**src/rtl/tt_pkg.sv**
```systemverilog
package tt_pkg;
  localparam int unsigned ADDR_W = 3;

  typedef enum logic [ADDR_W-1:0] {
    A_DIV    = 3'd0,
    A_CTRL   = 3'd1,
    A_COUNT  = 3'd2,
    A_MASK   = 3'd3,
    A_RAW    = 3'd4,
    A_MASKED = 3'd5,
    A_ACK    = 3'd6
  } reg_addr_e;

  typedef enum logic [1:0] {
    OP_STOP = 2'd0,
    OP_LOAD = 2'd1,
    OP_RUN  = 2'd2,
    OP_NONE = 2'd3
  } op_e;
endpackage

```
**src/rtl/tt_count.sv**
```systemverilog
module tt_count
  import tt_pkg::*;
#(
  parameter int unsigned CNT_W = 32
) (
  input  logic             clk_i,
  input  logic             rst_ni,
  input  logic             tick_i,
  input  logic [CNT_W-1:0] div_i,
  input  logic             op_valid_i,
  input  op_e              op_i,
  output logic [CNT_W-1:0] count_o,
  output logic             run_o,
  output logic             wrap_o
);
  localparam logic [CNT_W-1:0] ONE = CNT_W'(1);

  logic [CNT_W-1:0] count_q;
  logic             run_q;
  logic             ctrl_hit;

  // reserved op does not block counting
  assign ctrl_hit = op_valid_i && (op_i != OP_NONE);
  assign wrap_o   = run_q && tick_i && !ctrl_hit && (count_q <= ONE);

  always_ff @(posedge clk_i or negedge rst_ni) begin
    if (!rst_ni) begin
      count_q <= '0;
      run_q   <= 1'b0;
    end else if (ctrl_hit) begin
      unique case (op_i)
        OP_LOAD: begin
          count_q <= div_i;
          run_q   <= 1'b0;
        end
        OP_RUN:  run_q <= 1'b1;
        default: run_q <= 1'b0;
      endcase
    end else if (run_q && tick_i) begin
      count_q <= wrap_o ? div_i : count_q - ONE;
    end
  end

  assign count_o = count_q;
  assign run_o   = run_q;
endmodule

```
**src/rtl/tt_irq.sv**
```systemverilog
module tt_irq (
  input  logic clk_i,
  input  logic rst_ni,
  input  logic wrap_i,
  input  logic ack_i,
  input  logic mask_we_i,
  input  logic mask_d_i,
  output logic raw_o,
  output logic mask_o,
  output logic masked_o
);
  logic raw_q, mask_q;

  always_ff @(posedge clk_i or negedge rst_ni) begin
    if (!rst_ni) begin
      raw_q  <= 1'b0;
      mask_q <= 1'b0;
    end else begin
      if (wrap_i)     raw_q <= 1'b1;  // new event beats ack
      else if (ack_i) raw_q <= 1'b0;
      if (mask_we_i)  mask_q <= mask_d_i;
    end
  end

  assign raw_o    = raw_q;
  assign mask_o   = mask_q;
  assign masked_o = raw_q & mask_q;
endmodule

```
**src/rtl/tick_timer.sv**
```systemverilog
module tick_timer
  import tt_pkg::*;
#(
  parameter int unsigned CNT_W = 32
) (
  input  logic              clk_i,
  input  logic              rst_ni,
  input  logic              tick_i,
  input  logic              we_i,
  input  logic [ADDR_W-1:0] addr_i,
  input  logic [CNT_W-1:0]  wdata_i,
  output logic [CNT_W-1:0]  rdata_o,
  output logic              irq_o
);
  logic [CNT_W-1:0] div_q;
  logic [CNT_W-1:0] count_q;
  logic             run_q, raw_q, mask_q, masked;
  logic             wrap;
  logic             wr_ctrl, wr_mask, wr_ack;

  assign wr_ctrl = we_i && (addr_i == A_CTRL);
  assign wr_mask = we_i && (addr_i == A_MASK);
  assign wr_ack  = we_i && (addr_i == A_ACK) && wdata_i[0];

  always_ff @(posedge clk_i or negedge rst_ni) begin
    if (!rst_ni)                        div_q <= '0;
    else if (we_i && addr_i == A_DIV)   div_q <= wdata_i;
  end

  tt_count #(.CNT_W(CNT_W)) u_count (
    .clk_i      (clk_i),
    .rst_ni     (rst_ni),
    .tick_i     (tick_i),
    .div_i      (div_q),
    .op_valid_i (wr_ctrl),
    .op_i       (op_e'(wdata_i[1:0])),
    .count_o    (count_q),
    .run_o      (run_q),
    .wrap_o     (wrap)
  );

  tt_irq u_irq (
    .clk_i     (clk_i),
    .rst_ni    (rst_ni),
    .wrap_i    (wrap),
    .ack_i     (wr_ack),
    .mask_we_i (wr_mask),
    .mask_d_i  (wdata_i[0]),
    .raw_o     (raw_q),
    .mask_o    (mask_q),
    .masked_o  (masked)
  );

  always_comb begin
    rdata_o = '0;
    unique case (addr_i)
      A_DIV:    rdata_o = div_q;
      A_CTRL:   rdata_o[0] = run_q;
      A_COUNT:  rdata_o = count_q;
      A_MASK:   rdata_o[0] = mask_q;
      A_RAW:    rdata_o[0] = raw_q;
      A_MASKED: rdata_o[0] = masked;
      default:  rdata_o = '0;
    endcase
  end

  assign irq_o = masked;
endmodule

```
**config.mk**
```make
export PLATFORM = sky130hd
export DESIGN_NAME = tick_timer
export DESIGN_NICKNAME = d
export VERILOG_FILES = /design/src/rtl/tt_pkg.sv /design/src/rtl/tt_count.sv /design/src/rtl/tt_irq.sv /design/src/rtl/tick_timer.sv
export SDC_FILE = /design/constraint.sdc
export NUM_CORES = 1
export LEC_CHECK = 0
export ABC_AREA = 1
export CELL_PAD_IN_SITES_DETAIL_PLACEMENT = 1
export CELL_PAD_IN_SITES_GLOBAL_PLACEMENT = 2
export CORE_AREA = 2 2 125 127
export DETAILED_ROUTE_END_ITERATION = 12
export DIE_AREA = 0 0 127 129
export GPL_TIMING_DRIVEN = 0
export PLACE_DENSITY_LB_ADDON = 0.12
export SYNTH_ARGS = -nofsm -noshare
export SYNTH_HDL_FRONTEND = slang
export SYNTH_SLANG_ARGS = --single-unit
```
**constraint.sdc**
```tcl
create_clock -name clk_i -period 2.2 [get_ports clk_i]
set_input_delay 0.44 -clock clk_i [delete_from_list [all_inputs] [get_ports clk_i]]
set_output_delay 0.44 -clock clk_i [all_outputs]
set_load 0.02 [all_outputs]
```
==> results.py, run 1 <==
metrics = {
    "yosys": {
        "synthTopCellsByArea": "dfrtp_1, nand2_1, nor2_1",
        "ys_types": 31,
        "yosys.area.top_type": "dfrtp_1",
        "syn_nets": 667,
        "yosysWarnings": 0,
        "synth_top_area_share_pct": 37.7,
        "ys_seq_area_share_pct": 37.7,
        "yosys_register_bits": 67,
        "synthCells": 626,
        "syn_area_um2": 4450,
        "avgSynthCellArea_um2": 7.11,
    },
    "clock_network": {
        "clk_pin_slew_ns": 0.06,
        "clock_sinks": 67,
        "clk_latency_ns": 0.34,
        "numCtsBuffers": 9,
        "htree_num_levels": 3,
        "clockBufferDepth": 2,
        "cts_tree": "built",
        "hold_buffers": 0,
        "cts_root_buffer": "clkbuf_16",
    },
    "place": {
        "dp.cells": 886,
        "port_buffers": 71,
        "place.detailed.hpwl_um": 12700,
        "pre_cts_slack_ns": -1.01,
        "gp_congestion": 0.906,
    },
    "critical_path": {
        "slowest_delay_ns": 0.31,
        "start_kind": "input pin",
        "worst_path_max_delay_cell": "dlygate4sd2_1",
        "cp_cell_sequence": "dlygate4sd2_1 -> nor2_2 -> nand2_2 -> buf_6 -> o22ai_2 -> buf_2",
        "path_buf_inv": 3,
        "worstPathMaxFanout": 10,
        "cpLargestDelayFamily": "buffers and inverters",
        "worstPathRequired_ns": 1.76,
        "cp.arrival_ns": 1.67,
        "end_kind": "output port",
        "path_class": "in2out",
    },
    "floorplan": {
        "core_um2": 15000,
        "ios": 72,
        "die_width_um": 127,
        "dieArea_um2": 16400,
        "start_util_pct": 29.7,
        "rows": 45,
        "die_h_um": 129,
    },
    "detailed_routing": {
        "antenna_left": 0,
        "dr.pass1.iters": 4,
        "drc": 0,
        "wirelength_um": 16700,
        "drtIter0Drc": 188,
        "vias": 4488,
        "routedWlPerCell_um": 18.5,
        "viasPerCell": 4.97,
    },
    "final_layout": {
        "fill_cells": 1853,
        "layout_commonest_cell": "nand2_1",
        "post_layout_nonfiller_instances": 903,
        "syn_to_final_growth_pct": 30.1,
        "n_antenna_cell": 0,
        "layout.nets": 751,
        "most-common-layout-cells": "nand2_1, nor2_1, inv_1",
        "drive_above_1_share_pct": 21.0,
    },
    "timing": {
        "min_period_over_period_pct": 96.1,
        "fin_skew_ns": 0.00494,
        "finalCriticalPeriod_ns": 2.11,
        "max_freq_mhz": 473,
        "setup_violations": 0,
        "final_max_slew_viol_count": 0,
        "rsz0062_at_grt": "false",
        "final_hold_viol_count": 0,
        "slew_headroom_pct": 51.2,
        "worst_pin_slew_ns": 0.730,
        "setup_slack_ns": 0.0851,
    },
    "power_and_ir_drop": {
        "powerDensity_nw_per_um2": 1110,
        "ir_worst_vdd_uv": 538,
        "p_leak_nw": 2.82,
    },
    "global_route": {
        "grt_max_degree": 44,
        "grt.overflow.total": 0,
        "grt_pass1_wl_um": 26500,
        "antenna_found_initial": 0,
        "grt_pass1_vias": 4826,
        "track_usage_pct": 21.4,
    },
    "job": {
        "maxCapViolations": 0,
    },
    "hold_path": {
        "hold_class": "in2async",
    },
    "outcome": {
        "outcome": "finished clean",
    },
}
==> area by class of cell <==
class / instances / area [um^2] / share of cell area, %
multi-input combinational: 455 / 2440 / 42.1
sequential: 67 / 1680 / 28.9
timing repair buffer: 73 / 626 / 10.8
inverter: 80 / 300 / 5.18
tap: 188 / 235 / 4.06
clock buffer: 9 / 225 / 3.89
buffer: 24 / 223 / 3.85
clock inverter: 7 / 68.8 / 1.19
==> metal layers <==
layer  track usage [%]  share of wire (%)
met1              27.8                 47
met2              36.9                 49
met3              2.83                2.4
met4              7.18                1.6
met5                 0                  0
==> cell families (layout without fill, tap and decap cells) <==
| logic type | Yosys count | count (layout) | share of synthesized area, % |
|---|---|---|---|
| flip-flops | 67 | 67 | 37.7 |
| buffers and inverters | 104 | 193 | 10.5 |
| AND/OR/NAND/NOR | 346 | 346 | 35.9 |
| AO/OA/AOI/OAI | 94 | 94 | 12.9 |
| XOR/XNOR | 13 | 13 | 2.56 |
| adder cells (fa/ha/maj) | 2 | 2 | 0.562 |
==> Yosys cell counts <==
master,instances
a21oi_2,1
buf_12,2
o21ai_0,13
o21ai_1,9
inv_2,1
nand2_1,140
buf_1,2
buf_2,4
buf_4,1
inv_1,79
nand2_8,2
nor2_2,16
nor2_4,5
a21oi_1,30
xnor2_1,1
ha_1,2
o21bai_2,9
clkbuf_1,11
o22ai_1,31
xor2_1,12
nand2_2,22
nor2_1,90
dfrtp_1,67
nand4_1,14
nand3_1,52
buf_6,3
nor3_1,2
o2111ai_1,1
nor2_8,1
nand2_4,2
buf_8,1
==> power breakdown <==
part | total, mW | internal [mW] | switching, mW
clock | 1.46 | 0.873 | 0.591
combinational | 3.00 | 1.03 | 1.97
sequential | 1.98 | 1.61 | 0.370
total | 6.44 | 3.51 | 2.93
==> stage by stage <==
step / instance area (um^2) / hold slack, ns / total power, mW / util, % / TNS [ns]
CTS: 5750 / 0.0210 / 6.48 / 38.4 / 0
global route: 5790 / 0.0396 / 6.96 / 38.7 / 0
detailed placement: 5420 / 0.397 / 4.96 / 36.2 / -42.10
finish: 5790 / 0.00784 / 6.44 / 38.7 / 0
global placement: 5400 / 0.476 / 4.89 / 36.0 / -170.84
floorplan: 4450 / 0.144 / 3.99 / - / 0
==> flip-flops by register name, summed over array words and instances, names as in the netlist <==
name             cells
div_q               32
u_irq.mask_o         1
u_count.count_o     32
u_irq.raw_o          1
u_count.run_o        1
==> timing repair <==
| action | 4_1_cts | 5_1_grt |
|---|---|---|
| hold endpoints to repair | 0 | 0 |
| setup buffers | 1 | 0 |
| cloned | 0 | 0 |
| setup endpoints to repair | 33 | 65 |
| pin swaps | 2 | 2 |
| resized for setup | 180 | 11 |
==> worst paths after layout <==
check / startpoint / end / slack (ns) / cells after the start
min in group clk_i: div_q[0]$_DFFE_PN0P_ / div_q[0]$_DFFE_PN0P_ / 0.50 / 2
worst min-delay path: rst_ni / div_q[18]$_DFFE_PN0P_ / 0.008 / 1
worst max-delay path: addr_i[2] / rdata_o[10] / 0.09 / 6
worst min register to register: div_q[0]$_DFFE_PN0P_ / div_q[0]$_DFFE_PN0P_ / 0.50 / 2
max in group asynchronous: rst_ni / u_count.count_o[27]$_DFFE_PN0P_ / 1.61 / 2
worst max register to register: u_count.count_o[0]$_DFFE_PN0P_ / u_count.count_o[19]$_DFFE_PN0P_ / 0.18 / 12
(Power assumes the default switching activity.)
==> run 2, diff against run 1 <==
==> constraint.sdc (replaced) <==
create_clock -name clk_i -period 2.1 [get_ports clk_i]
set_input_delay 0.42 -clock clk_i [delete_from_list [all_inputs] [get_ports clk_i]]
set_output_delay 0.42 -clock clk_i [all_outputs]
set_load 0.02 [all_outputs]
==> run 2 against run 1 <==
Against the previous run: the flow now finishes with violations (hold timing); routed wire length shrank 0.29%; power grew 5.3%; sequential share of layout area shrank 0.16 points; critical path type unchanged.
==> results.py, run 2 (synthesis gave the netlist of run 1 again) <==
metrics = {
    "critical_path": {
        "cpLargestDelayFamily": "buffers and inverters",
        "r2r_cells": 12,
        "end_kind": "output port",
        "r2r_start": "u_count.count_o[0]$_DFFE_PN0P_",
        "slowest_delay_ns": 0.33,
        "cp.arrival_ns": 1.64,
        "worst-r2r-setup-slack_ns": 0.18,
        "worst_path_max_delay_cell": "dlygate4sd2_1",
        "crit_path_frequent_cell": "buf_4",
        "cp_cell_sequence": "dlygate4sd2_1 -> nor2_4 -> nand2_2 -> buf_4 -> o22ai_1 -> buf_4",
        "worstPathMaxFanout": 10,
        "r2r-end": "u_count.count_o[0]$_DFFE_PN0P_",
        "path_class": "in2out",
        "start_kind": "input pin",
        "worstPathRequired_ns": 1.68,
        "path_buf_inv": 3,
    },
    "timing": {
        "setup_violations": 0,
        "final_max_slew_viol_count": 0,
        "finalCriticalPeriod_ns": 2.06,
        "timing.hold.ws_ns": -0.0142,
        "rsz0062_at_grt": "true",
        "setup_slack_ns": 0.0429,
        "max_freq_mhz": 486,
        "final_hold_viol_count": 5,
        "fin_skew_ns": 0.00519,
        "worst_pin_slew_ns": 0.710,
        "slew_headroom_pct": 52.5,
        "min_period_over_period_pct": 98.0,
    },
    "floorplan": {
        "dieArea_um2": 16400,
        "die_h_um": 129,
        "die_width_um": 127,
        "ios": 72,
        "start_util_pct": 29.7,
        "core_um2": 15000,
        "rows": 45,
    },
    "detailed_routing": {
        "drc": 0,
        "dr.pass1.iters": 4,
        "routedWlPerCell_um": 18.4,
        "antenna_left": 0,
        "drtIter0Drc": 192,
        "wirelength_um": 16700,
        "viasPerCell": 4.96,
        "vias": 4492,
    },
    "global_route": {
        "grt_pass1_wl_um": 26500,
        "track_usage_pct": 21.4,
        "grt_pass1_vias": 4825,
        "grt_max_degree": 44,
        "antenna_found_initial": 0,
        "grt.overflow.total": 0,
    },
    "clock_network": {
        "numCtsBuffers": 9,
        "clk_latency_ns": 0.34,
        "hold_buffers": 0,
        "clk_pin_slew_ns": 0.06,
        "cts_root_buffer": "clkbuf_16",
        "cts_tree": "built",
        "clockBufferDepth": 2,
        "clock_sinks": 67,
        "htree_num_levels": 3,
    },
    "power_and_ir_drop": {
        "ir_worst_vdd_uv": 564,
        "p_sw_share_pct": 45.5,
        "p_switching_mw": 3.08,
        "clkPwrFrac_pct": 22.6,
        "internal_power_mw": 3.69,
        "seqPwrFrac_pct": 30.6,
        "p_comb_share_pct": 46.7,
        "powerDensity_nw_per_um2": 1160,
        "p_leak_nw": 2.83,
        "p_total_mw": 6.78,
    },
    "outcome": {
        "violations": "hold timing",
        "outcome": "finished, violations left",
    },
    "place": {
        "place_area_um2": 5420,
        "gp_congestion": 0.906,
        "port_buffers": 71,
        "place.detailed.hpwl_um": 12700,
        "pre_cts_slack_ns": -1.07,
    },
    "final_layout": {
        "syn_to_final_growth_pct": 30.8,
        "fin_area_um2": 5820,
        "layout_commonest_cell": "nand2_1",
        "drive_above_1_share_pct": 21.3,
        "most-common-layout-cells": "nand2_1, nor2_1, inv_1",
        "n_antenna_cell": 0,
        "layout.nets": 753,
    },
    "job": {
        "maxCapViolations": 0,
    },
    "hold_path": {
        "hold_class": "in2async",
    },
}
-- run 2: cell count changes in the layout (fill, tap and decap cells not counted), sizes merged --
cell | previous run | this run
dlymetal6s2s | 1 | 0
clkbuf | 19 | 21
buf | 48 | 49
-- run 2: layer usage --
metal  up-vias  GRT usage, %  wire [um]
met5         -             0          0
met4         0          7.18        253
met3        13          2.83        450
met2        65          37.0       8240
met1      2232          27.7       7710
li1       2182             -          -
-- run 2: power groups by stage --
stage	logic (mW)	clock network, mW	registers (mW)
after global routing	3.55	1.63	2.14
after detailed placement	3.10	0	2.09
after global placement	3.04	0	2.08
final	3.17	1.54	2.08
after floorplan	2.22	0	1.96
after CTS	3.14	1.58	2.07
-- run 2: layout make-up --
class                   count  area (um^2)
plain buffers              24          225
clock buffers               9          225
clock inverters             7         68.8
fillers                  1859         9150
inverters                  80          300
multi-input cells         455         2440
flip-flops and latches     67         1680
well taps                 188          235
repair buffers             75          648
-- run 2: per-stage QoR --
stage	setup TNS (ns)	utilization [%]	std cells
global placement	-183.24	36.0	885
CTS	0	38.5	903
floorplan	0	-	626
global route	-0.208	38.9	905
finish	0	38.9	905
detailed placement	-49.14	36.2	886
-- run 2: worst reg2reg max path, cell delays in order, from the launching register on --
cell	delay, ns
dfrtp_1	0.41
inv_2	0.11
ha_2	0.22
nand2_2	0.16
nor2_8	0.15
nand2_4	0.07
nand2_4	0.11
nand2_8	0.10
nand2_8	0.11
buf_6	0.16
nand2_1	0.06
nand3_1	0.07
o21ai_1	0.07
-- run 2: how the worst max path moves through the flow --
stage | start | end | slack [ns] | cells after the start
after global placement | rst_ni | u_count.count_o[2]$_DFFE_PN0P_ | -2.05 | 1
final | addr_i[2] | rdata_o[19] | 0.04 | 6
after floorplan | addr_i[0] | rdata_o[10] | 0.40 | 4
after global routing | addr_i[2] | rdata_o[25] | -0.03 | 6
after CTS | u_count.count_o[0]$_DFFE_PN0P_ | u_count.count_o[0]$_DFFE_PN0P_ | 0.0008 | 12
after detailed placement | addr_i[1] | rdata_o[21] | -1.07 | 7
-- run 2: repair_timing --
item,4_1_cts,5_1_grt
setup buffers,1,2
pin swaps,2,1
setup endpoints to repair,44,63
gates resized for setup,182,18
